`src/rtl/irq_stat_pkg.sv`:
```
`timescale 1ns/1ps
package irq_stat_pkg;
   localparam int unsigned NUM_SRC     = 7;
   localparam int unsigned BIT_RXOVF   = 0;
   localparam int unsigned BIT_TXLOW   = 2;
   localparam int unsigned BIT_TXFULL  = 3;
   localparam int unsigned BIT_RXAVL   = 4;
   localparam int unsigned BIT_RXFULL  = 5;
   localparam int unsigned BIT_TXUNF   = 6;

   typedef enum logic [1:0] {
      SRC_NONE   = 2'd0,
      SRC_STICKY = 2'd1,
      SRC_LEVEL  = 2'd2
   } src_kind_e;

   typedef enum logic [2:0] {
      REG_STATUS = 3'd0,
      REG_MSET   = 3'd1,
      REG_MCLR   = 3'd2,
      REG_MASK   = 3'd3,
      REG_TXWM   = 3'd4,
      REG_RXWM   = 3'd5
   } reg_sel_e;

   function automatic src_kind_e src_kind(input int unsigned b);
      if (b == BIT_RXOVF || b == BIT_TXUNF) return SRC_STICKY;
      if (b == BIT_TXLOW || b == BIT_TXFULL || b == BIT_RXAVL || b == BIT_RXFULL)
         return SRC_LEVEL;
      return SRC_NONE;
   endfunction
endpackage

```
`src/rtl/irq_level_detect.sv`:
```
`timescale 1ns/1ps
module irq_level_detect
   import irq_stat_pkg::*;
#(
   parameter int unsigned FIFO_DEPTH = 63,
   parameter int unsigned LVL_W      = 6
) (
   input  logic [LVL_W-1:0]   tx_level,
   input  logic [LVL_W-1:0]   rx_level,
   input  logic [LVL_W-1:0]   tx_wm,
   input  logic [LVL_W-1:0]   rx_wm,
   output logic [NUM_SRC-1:0] lvl_cond
);
   localparam logic [LVL_W-1:0] FULL_CNT = LVL_W'(FIFO_DEPTH);

   always_comb begin
      lvl_cond             = '0;
      lvl_cond[BIT_TXLOW]  = (tx_level < tx_wm);
      lvl_cond[BIT_TXFULL] = (tx_level == FULL_CNT);
      lvl_cond[BIT_RXAVL]  = (rx_level >= rx_wm);
      lvl_cond[BIT_RXFULL] = (rx_level == FULL_CNT);
   end
endmodule

```
`src/rtl/irq_status_bits.sv`:
```
`timescale 1ns/1ps
module irq_status_bits
   import irq_stat_pkg::*;
(
   input  logic               clk,
   input  logic               rst_n,
   input  logic [NUM_SRC-1:0] evt_in,
   input  logic [NUM_SRC-1:0] lvl_in,
   input  logic [NUM_SRC-1:0] clr_bits,
   output logic [NUM_SRC-1:0] status_o
);
   logic unused_srcs;
   assign unused_srcs = ^{evt_in, lvl_in, clr_bits};

   for (genvar b = 0; b < NUM_SRC; b++) begin : g_bit
      if (src_kind(b) == SRC_STICKY) begin : g_sticky
         logic q;
         always_ff @(posedge clk) begin
            if (!rst_n)          q <= 1'b0;
            else if (evt_in[b])  q <= 1'b1;
            else if (clr_bits[b]) q <= 1'b0;
         end
         assign status_o[b] = q;


         sticky_hold_chk: assert property (@(posedge clk) disable iff (!rst_n)
            (q && !clr_bits[b]) |=> q);

         set_wins_chk: assert property (@(posedge clk) disable iff (!rst_n)
            evt_in[b] |=> status_o[b]);
      end else if (src_kind(b) == SRC_LEVEL) begin : g_level
         logic q;
         always_ff @(posedge clk) begin
            if (!rst_n) q <= 1'b0;
            else        q <= lvl_in[b];
         end
         assign status_o[b] = q;


         level_follow_chk: assert property (@(posedge clk) disable iff (!rst_n)
            (lvl_in[b] && clr_bits[b]) |=> status_o[b]);
      end else begin : g_none
         assign status_o[b] = 1'b0;
      end
   end
endmodule

```
`src/rtl/irq_mask_reg.sv`:
```
`timescale 1ns/1ps
module irq_mask_reg
   import irq_stat_pkg::*;
(
   input  logic               clk,
   input  logic               rst_n,
   input  logic               set_stb,
   input  logic               clr_stb,
   input  logic [NUM_SRC-1:0] wbits,
   output logic [NUM_SRC-1:0] mask_o
);
   logic unused_wbits;
   assign unused_wbits = ^wbits;

   for (genvar b = 0; b < NUM_SRC; b++) begin : g_bit
      if (src_kind(b) != SRC_NONE) begin : g_live
         logic q;
         always_ff @(posedge clk) begin
            if (!rst_n)                 q <= 1'b0;
            else if (set_stb && wbits[b]) q <= 1'b1;
            else if (clr_stb && wbits[b]) q <= 1'b0;
         end
         assign mask_o[b] = q;


         mask_set_chk: assert property (@(posedge clk) disable iff (!rst_n)
            (set_stb && wbits[b]) |=> mask_o[b]);

         mask_clr_chk: assert property (@(posedge clk) disable iff (!rst_n)
            (clr_stb && wbits[b]) |=> !mask_o[b]);
      end else begin : g_tied
         assign mask_o[b] = 1'b0;
      end
   end


   mask_hold_chk: assert property (@(posedge clk) disable iff (!rst_n)
      (!set_stb && !clr_stb) |=> $stable(mask_o));
endmodule

```
`src/rtl/irq_status_ctrl.sv`:
```
`timescale 1ns/1ps
module irq_status_ctrl
   import irq_stat_pkg::*;
#(
   parameter int unsigned DATA_W     = 32,
   parameter int unsigned FIFO_DEPTH = 63,
   parameter int unsigned TX_WM_INIT = 1,
   parameter int unsigned RX_WM_INIT = 32,
   localparam int unsigned LVL_W     = $clog2(FIFO_DEPTH + 1)
) (
   input  logic              clk,
   input  logic              rst_n,
   input  logic              bus_sel,
   input  logic              bus_wr,
   input  logic [2:0]        bus_addr,
   input  logic [DATA_W-1:0] bus_wdata,
   output logic [DATA_W-1:0] bus_rdata,
   input  logic [LVL_W-1:0]  tx_level,
   input  logic [LVL_W-1:0]  rx_level,
   input  logic              rx_ovf_evt,
   input  logic              tx_unf_evt,
   output logic              irq_o
);
   if (DATA_W < NUM_SRC) begin : g_bad_width
      $error("DATA_W must hold every status bit");
   end
   if (DATA_W < LVL_W) begin : g_bad_wm
      $error("DATA_W must hold a watermark value");
   end
   if (TX_WM_INIT > FIFO_DEPTH || RX_WM_INIT > FIFO_DEPTH) begin : g_bad_init
      $error("watermark reset value exceeds FIFO depth");
   end

   logic               wr_stb;
   logic [NUM_SRC-1:0] wbits;
   logic [LVL_W-1:0]   tx_wm_q, rx_wm_q;
   logic [NUM_SRC-1:0] lvl_cond, evt_vec, clr_vec;
   logic [NUM_SRC-1:0] status, mask;
   logic               irq_q;
   logic               unused_wdata;

   assign wr_stb       = bus_sel && bus_wr;
   assign wbits        = bus_wdata[NUM_SRC-1:0];
   assign unused_wdata = ^bus_wdata;

   always_ff @(posedge clk) begin
      if (!rst_n) begin
         tx_wm_q <= LVL_W'(TX_WM_INIT);
         rx_wm_q <= LVL_W'(RX_WM_INIT);
      end else if (wr_stb) begin
         if (bus_addr == REG_TXWM) tx_wm_q <= bus_wdata[LVL_W-1:0];
         if (bus_addr == REG_RXWM) rx_wm_q <= bus_wdata[LVL_W-1:0];
      end
   end

   irq_level_detect #(
      .FIFO_DEPTH (FIFO_DEPTH),
      .LVL_W      (LVL_W)
   ) i_level (
      .tx_level (tx_level),
      .rx_level (rx_level),
      .tx_wm    (tx_wm_q),
      .rx_wm    (rx_wm_q),
      .lvl_cond (lvl_cond)
   );

   always_comb begin
      evt_vec            = '0;
      evt_vec[BIT_RXOVF] = rx_ovf_evt;
      evt_vec[BIT_TXUNF] = tx_unf_evt;
      clr_vec            = (wr_stb && bus_addr == REG_STATUS) ? wbits : '0;
   end

   irq_status_bits i_status (
      .clk      (clk),
      .rst_n    (rst_n),
      .evt_in   (evt_vec),
      .lvl_in   (lvl_cond),
      .clr_bits (clr_vec),
      .status_o (status)
   );

   irq_mask_reg i_mask (
      .clk     (clk),
      .rst_n   (rst_n),
      .set_stb (wr_stb && bus_addr == REG_MSET),
      .clr_stb (wr_stb && bus_addr == REG_MCLR),
      .wbits   (wbits),
      .mask_o  (mask)
   );

   always_ff @(posedge clk) begin
      if (!rst_n) irq_q <= 1'b0;
      else        irq_q <= |(status & mask);
   end
   assign irq_o = irq_q;

   always_comb begin
      bus_rdata = '0;
      case (bus_addr)
         REG_STATUS: bus_rdata[NUM_SRC-1:0] = status;
         REG_MASK:   bus_rdata[NUM_SRC-1:0] = mask;
         REG_TXWM:   bus_rdata[LVL_W-1:0]   = tx_wm_q;
         REG_RXWM:   bus_rdata[LVL_W-1:0]   = rx_wm_q;
         default:    bus_rdata              = '0;
      endcase
   end


   irq_needs_mask_chk: assert property (@(posedge clk) disable iff (!rst_n)
      irq_o |-> $past(mask != '0));

   irq_rise_src_chk: assert property (@(posedge clk) disable iff (!rst_n)
      $rose(irq_o) |-> $past(status != '0));

   wm_hold_chk: assert property (@(posedge clk) disable iff (!rst_n)
      !wr_stb |=> ($stable(tx_wm_q) && $stable(rx_wm_q)));
endmodule

```
`config.mk`:
```
export PLATFORM = sky130hd
export DESIGN_NAME = irq_status_ctrl
export DESIGN_NICKNAME = d
export VERILOG_FILES = /design/src/rtl/irq_stat_pkg.sv /design/src/rtl/irq_level_detect.sv /design/src/rtl/irq_status_bits.sv /design/src/rtl/irq_mask_reg.sv /design/src/rtl/irq_status_ctrl.sv
export SDC_FILE = /design/constraint.sdc
export NUM_CORES = 1
export LEC_CHECK = 0
export ABC_AREA = 1
export BUFFER_PORTS_ARGS = -buffer_cell sky130_fd_sc_hd__buf_2
export CAP_MARGIN = 10
export CORE_UTILIZATION = 45
export CTS_CLUSTER_DIAMETER = 30
export DETAILED_ROUTE_END_ITERATION = 7
export GPL_ROUTABILITY_DRIVEN = 0
export PLACE_DENSITY = 0.84
export REMOVE_ABC_BUFFERS = 1
export SLEW_MARGIN = 40
export SYNTH_ARGS = -nofsm -noshare
export SYNTH_HDL_FRONTEND = slang
export SYNTH_SLANG_ARGS = --single-unit
```
`constraint.sdc`:
```
create_clock -name clk -period 1.7 [get_ports clk]
set_clock_uncertainty 0.2 [all_clocks]
set_input_delay 0.34 -clock clk [delete_from_list [all_inputs] [get_ports clk]]
set_output_delay 0.34 -clock clk [all_outputs]
set_load 0.01 [all_outputs]
```
=== Word-level counts from Yosys, hierarchy flattened ===
Cells that the tools add are included.
W data, S select, Z words.

* Register bits: 25
* Bits of input ports: 53

* Bitwise gates (word level): 1
* Reductions and logical operators: 28
* Equality and inequality tests: 7
* Muxes and demuxes: 19
* Magnitude comparators: 2

{| class="wikitable"
|+ Operators with widths
! kind !! number
|-
| $pmux W6 S4 || 1
|-
| $logic_and A1 B1 Y1 || 16
|-
| $mux W1 || 16
|-
| $reduce_bool A2 Y1 || 8
|-
| $eq A6 B6 Y1 const B || 2
|-
| $and A7 B7 Y7 || 1
|-
| $mux W7 || 1
|-
| $reduce_or A7 Y1 || 1
|-
| $eq A3 B2 Y1 const B || 2
|-
| $eq A3 B3 Y1 const B || 2
|-
| $ge A6 B6 Y1 || 1
|-
| $lt A6 B6 Y1 || 1
|-
| $reduce_and A2 Y1 || 2
|-
| $eq A3 B1 Y1 const B || 1
|-
| $logic_not A3 Y1 || 1
|-
| $pmux W1 S2 || 1
|}

=== Logic depth before layout (Yosys ltp) ===
* Word-level depth: 5
* Gate-level depth with buffers: 8

=== By module ===
A second synthesis with hierarchy kept.

* Cell total of the unflattened synthesis: 328
* Area, all modules: 2003.2 um2

{| class="wikitable"
|+ Modules (own cells, without submodules)
! module !! sequential area each (um2) !! instances !! cells each !! area an instance (um2)
|-
| irq_status_ctrl || 260.2 || 1 || 196 || 1117.3
|-
| irq_level_detect || 0.0 || 1 || 62 || 357.8
|-
| irq_mask_reg || 120.1 || 1 || 39 || 277.8
|-
| irq_status_bits || 120.1 || 1 || 31 || 250.2
|}

=== Worst setup path after synthesis ===
Ideal clock, no wire load.

* Path kind: input to output
* Start point: input bus_addr[1]
* End point: output bus_rdata[0]
* Setup slack: 237 ps
* Stages: 5
* Path buffers: 0
* Arrival: 923 ps
* Cells stage by stage: inv_1 > nand2_1 > nor2_1 > nand2_1 > nand4_1

* Word-level cells in the longest chain between the ends: 2
* Elaborated cells between the ends (all ways): 5
* Those cells by class: 3 x eq/ne; 1 x mux; 1 x reduce/logical

{| class="wikitable"
|+ Ends and longest elaborated chain
! what !! line !! RTL
|-
| start: declaration || irq_status_ctrl.sv:15 || <nowiki>input logic [2:0] bus_addr,</nowiki>
|-
| $eq A3 B3 Y1, or another cell as far along || irq_status_ctrl.sv:100 || <nowiki>case (bus_addr)</nowiki>
|-
| $pmux W6 S4 * || irq_status_ctrl.sv:100 ||
|-
| end: declaration || irq_status_ctrl.sv:17 || <nowiki>output logic [DATA_W-1:0] bus_rdata,</nowiki>
|}

Every way passes the cells marked *; elsewhere a longest branch is shown, timed or not.

=== Worst setup path in the final report ===
* Start point: input bus_addr[0]
* End point: output bus_rdata[3]

Same word-level chain as after synthesis.

==> flow_metrics.env <==
export IMPL_status="complete, no violations"
export IMPL_timing_setup_tns_ns=0
export IMPL_antenna_found_initial=0
export IMPL_gr_usage_all_layers_pct=21.4
export IMPL_cts_hold_buffers=0
export IMPL_avgSynthCellArea_um2=6.60
export IMPL_final_seq_area_um2=500
export IMPL_grt_max_degree=16
export IMPL_initial_utilization_pct=48.1
export IMPL_hp_class="primary input to register"
export IMPL_die_y_um=62.4
export IMPL_die_width_um=62.4
export IMPL_critical_path_slowest_cell="buf_2"
export IMPL_vias=1682
export IMPL_critPathMaxStageDelay_ns=0.14
export IMPL_worst_path_buf_inv=4
export IMPL_overflow=0
export IMPL_finalCriticalPeriod_ns=1.70
export IMPL_crit_top_cell="buf_2"
export IMPL_hold_violations=0
export IMPL_core_area_um2=3420
export IMPL_grt_pass1_wl_um=6530
export IMPL_dr_pass1_iters=4
export IMPL_synth_top_area_share_pct=30.5
export IMPL_grt_pass1_vias=1505
export IMPL_dp_cells=341
export IMPL_critPathArrivalTime_ns=1.16
export IMPL_p_leak_uw=0.000981
export IMPL_reg2regPathDepth=7
export IMPL_ys_types=20
export IMPL_vias_per_cell=4.86
export IMPL_r2r_start="tx_wm_q[5]"
export IMPL_antennaDiodeCount=0
export IMPL_yosysTopAreaCell="dfxtp_1"
export IMPL_rsz0062_at_grt="yes"
export IMPL_r2r_slack_ns=0.28
export IMPL_drc=0
export IMPL_cts_buffers_inserted=3
export IMPL_drv_cap=0
export IMPL_hold_ws_ns=0.0369
export IMPL_routedWlPerCell_um=11.5
export IMPL_stdcell_count=346
export IMPL_seq_area_frac_synth_pct=30.5
export IMPL_worst_path_stages=8
export IMPL_multiInputGateArea_um2=956
export IMPL_fin_crit_sh_pct=99.9
export IMPL_yosys_register_bits=25
export IMPL_boundaryPins=86
export IMPL_cp_max_fo=4
export IMPL_path_clk_slew_ns=0.13
export IMPL_nFillCells=337
export IMPL_r2r_end="i_status.g_bit[2].g_level.q"
export IMPL_startpoint="bus_addr[0]"
export IMPL_clkSinkCount=25
export IMPL_worstPathCellList="buf_2 > inv_2 > nand2_4 > nor2_4 > buf_4 > nand2_1 > nand4_1 > buf_2"
export IMPL_antenna_left=0
export IMPL_ir_worst_vdd_uv=460
export IMPL_netlist_instances=249
export IMPL_setup_violations=0
export IMPL_nets=365
export IMPL_end_kind="output pin"
export IMPL_required_ns=1.16
export IMPL_cts_root_buf="clkbuf_4"
export IMPL_critical_path_class="primary input to output pin"
export IMPL_synth_area_leaders="dfxtp_1 30%, nand2_1 15%, buf_4 11%, ha_1 8.4%, nor2_1 7.3%"
export IMPL_hpwl_um=3090
export IMPL_drv_slew=0
export IMPL_clk_latency_ns=0.32
export IMPL_endpoint="bus_rdata[3]"
export IMPL_fp_dieArea_um2=3900
export IMPL_synthToLayoutAreaGrowth_pct=19.6
export IMPL_syn_cell_area_um2=1640
export IMPL_drive_above_1_share_pct=23.0
export IMPL_cts_tree="done"
export IMPL_timing_fmax_ghz=0.589
export IMPL_cts_max_level=1
export IMPL_drt_wl_total_um=3970
export IMPL_synth_ff_type="dfxtp_1"
export IMPL_cts_buffer_depth=2
export IMPL_power_density_nw_per_um2=571
export IMPL_cp_start_kind="primary input"
export IMPL_synth_edff_count=0
export IMPL_row_count=21
export IMPL_postSynth_asyncResetShare_pct=0
export IMPL_drtIter0Drc=122
export IMPL_numPortBuffers=35
export IMPL_yosys_warnings=0
export IMPL_cp_top_family="buffers and inverters"
layer usage:
layer | wire [µm] | global-route usage, % | vias up
met5 | 0 | 0 | -
li1 | - | - | 844
met1 | 1680 | 26.7 | 741
met4 | 40 | 5.23 | 0
met3 | 335 | 5.11 | 6
met2 | 1910 | 36.8 | 91
cells by family (layout without fill, tap and decap cells):
logic type | after synthesis | count (layout) | synth area share, %
AO/OA/AOI/OAI | 22 | 22 | 6.86
adder cells (fa/ha/maj) | 11 | 11 | 8.38
buffers and inverters | 58 | 85 | 19.5
flip-flops | 25 | 25 | 30.5
other | 1 | 25 | 0.228
AND/OR/NAND/NOR | 132 | 132 | 34.6
cells in the final DEF (no fill, tap or decap):
cell	netlist	layout
nand2_1	67	63
buf_2	1	33
nor2_1	32	29
inv_1	28	26
conb_1	1	25
dfxtp_1	25	25
nand3_1	20	20
buf_4	25	14
a21oi_1	12	12
ha_1	11	11
nand4_1	9	9
o21ai_0	8	8
nor2_4	2	5
nand2_2	0	3
clkbuf_4	0	3
buf_6	1	3
inv_4	0	2
inv_2	2	2
nand2_4	1	2
nor2_2	1	1
o22ai_2	0	1
clkinv_1	1	1
a31oi_1	1	1
clkbuf_1	0	1
report_power, final:
part	switching, µW	internal, µW	total, µW
logic	148	92.7	240
clock network	177	91.9	269
registers	11.2	602	613
total	336	786	1120
area by class of cell:
| class | instances | share of cell area (%) |
|---|---|---|
| tap | 46 | 2.93 |
| inverter | 31 | 6.17 |
| clock buffer | 4 | 1.34 |
| multi-input combinational | 190 | 48.6 |
| sequential | 25 | 25.5 |
| timing repair buffer | 50 | 15.5 |
synth_stat cells (2+ instances only):
| cell | count |
|---|---|
| buf_4 | 25 |
| ha_1 | 11 |
| nand4_1 | 9 |
| a21oi_1 | 12 |
| inv_1 | 28 |
| nand3_1 | 20 |
| o21ai_0 | 8 |
| nand2_1 | 67 |
| inv_2 | 2 |
| nor2_4 | 2 |
| dfxtp_1 | 25 |
| nor2_1 | 32 |
tightest hold or removal path, stage by stage:
cell	delay, ns
buf_2	0.09
inv_1	0.04
a21oi_1	0.05
worst min-delay path by stage:
stage	cells past startpoint	endpoint	from	slack (ns)
6_report	3	i_status.g_bit[6].g_sticky.q	tx_unf_evt	0.04
3_3_place_gp	2	rx_wm_q[1]	rx_wm_q[1]	0.26
2_1_floorplan	1	tx_wm_q[0]	rst_n	0.22
3_5_place_dp	2	i_mask.g_bit[5].g_live.q	i_mask.g_bit[5].g_live.q	0.27
4_1_cts	3	i_status.g_bit[6].g_sticky.q	tx_unf_evt	0.04
5_1_grt	3	i_status.g_bit[5].g_level.q	rx_level[4]	0.05
flip-flops by register name, indices dropped and copies added, names as in the netlist:
name and flops:
i_mask.g_bit.g_live.q 6, i_status.g_bit.g_level.q 4, i_status.g_bit.g_sticky.q 2, irq_o 1, rx_wm_q 6, tx_wm_q 6
through the flow:
stage | worst slack [ns] | utilization [%] | power [µW] | cell area (µm²)
floorplan | 0.237 | - | 737 | 1530
global placement | 0.00123 | 54.7 | 836 | 1870
detailed placement | -0.0310 | 54.7 | 844 | 1870
CTS | 0.00979 | 55.6 | 1100 | 1900
global route | -0.0474 | 57.5 | 1170 | 1970
finish | 0.00108 | 57.5 | 1120 | 1970
timing repair:
action / 4_1_cts / 5_1_grt
setup endpoints to repair: 5 / 7
endpoints found under the hold margin: 0 / 0
pin swaps: 0 / 7
setup buffers: 0 / 1
gates resized for setup: 2 / 20
No activity file was read; power rests on OpenSTA's default activity.
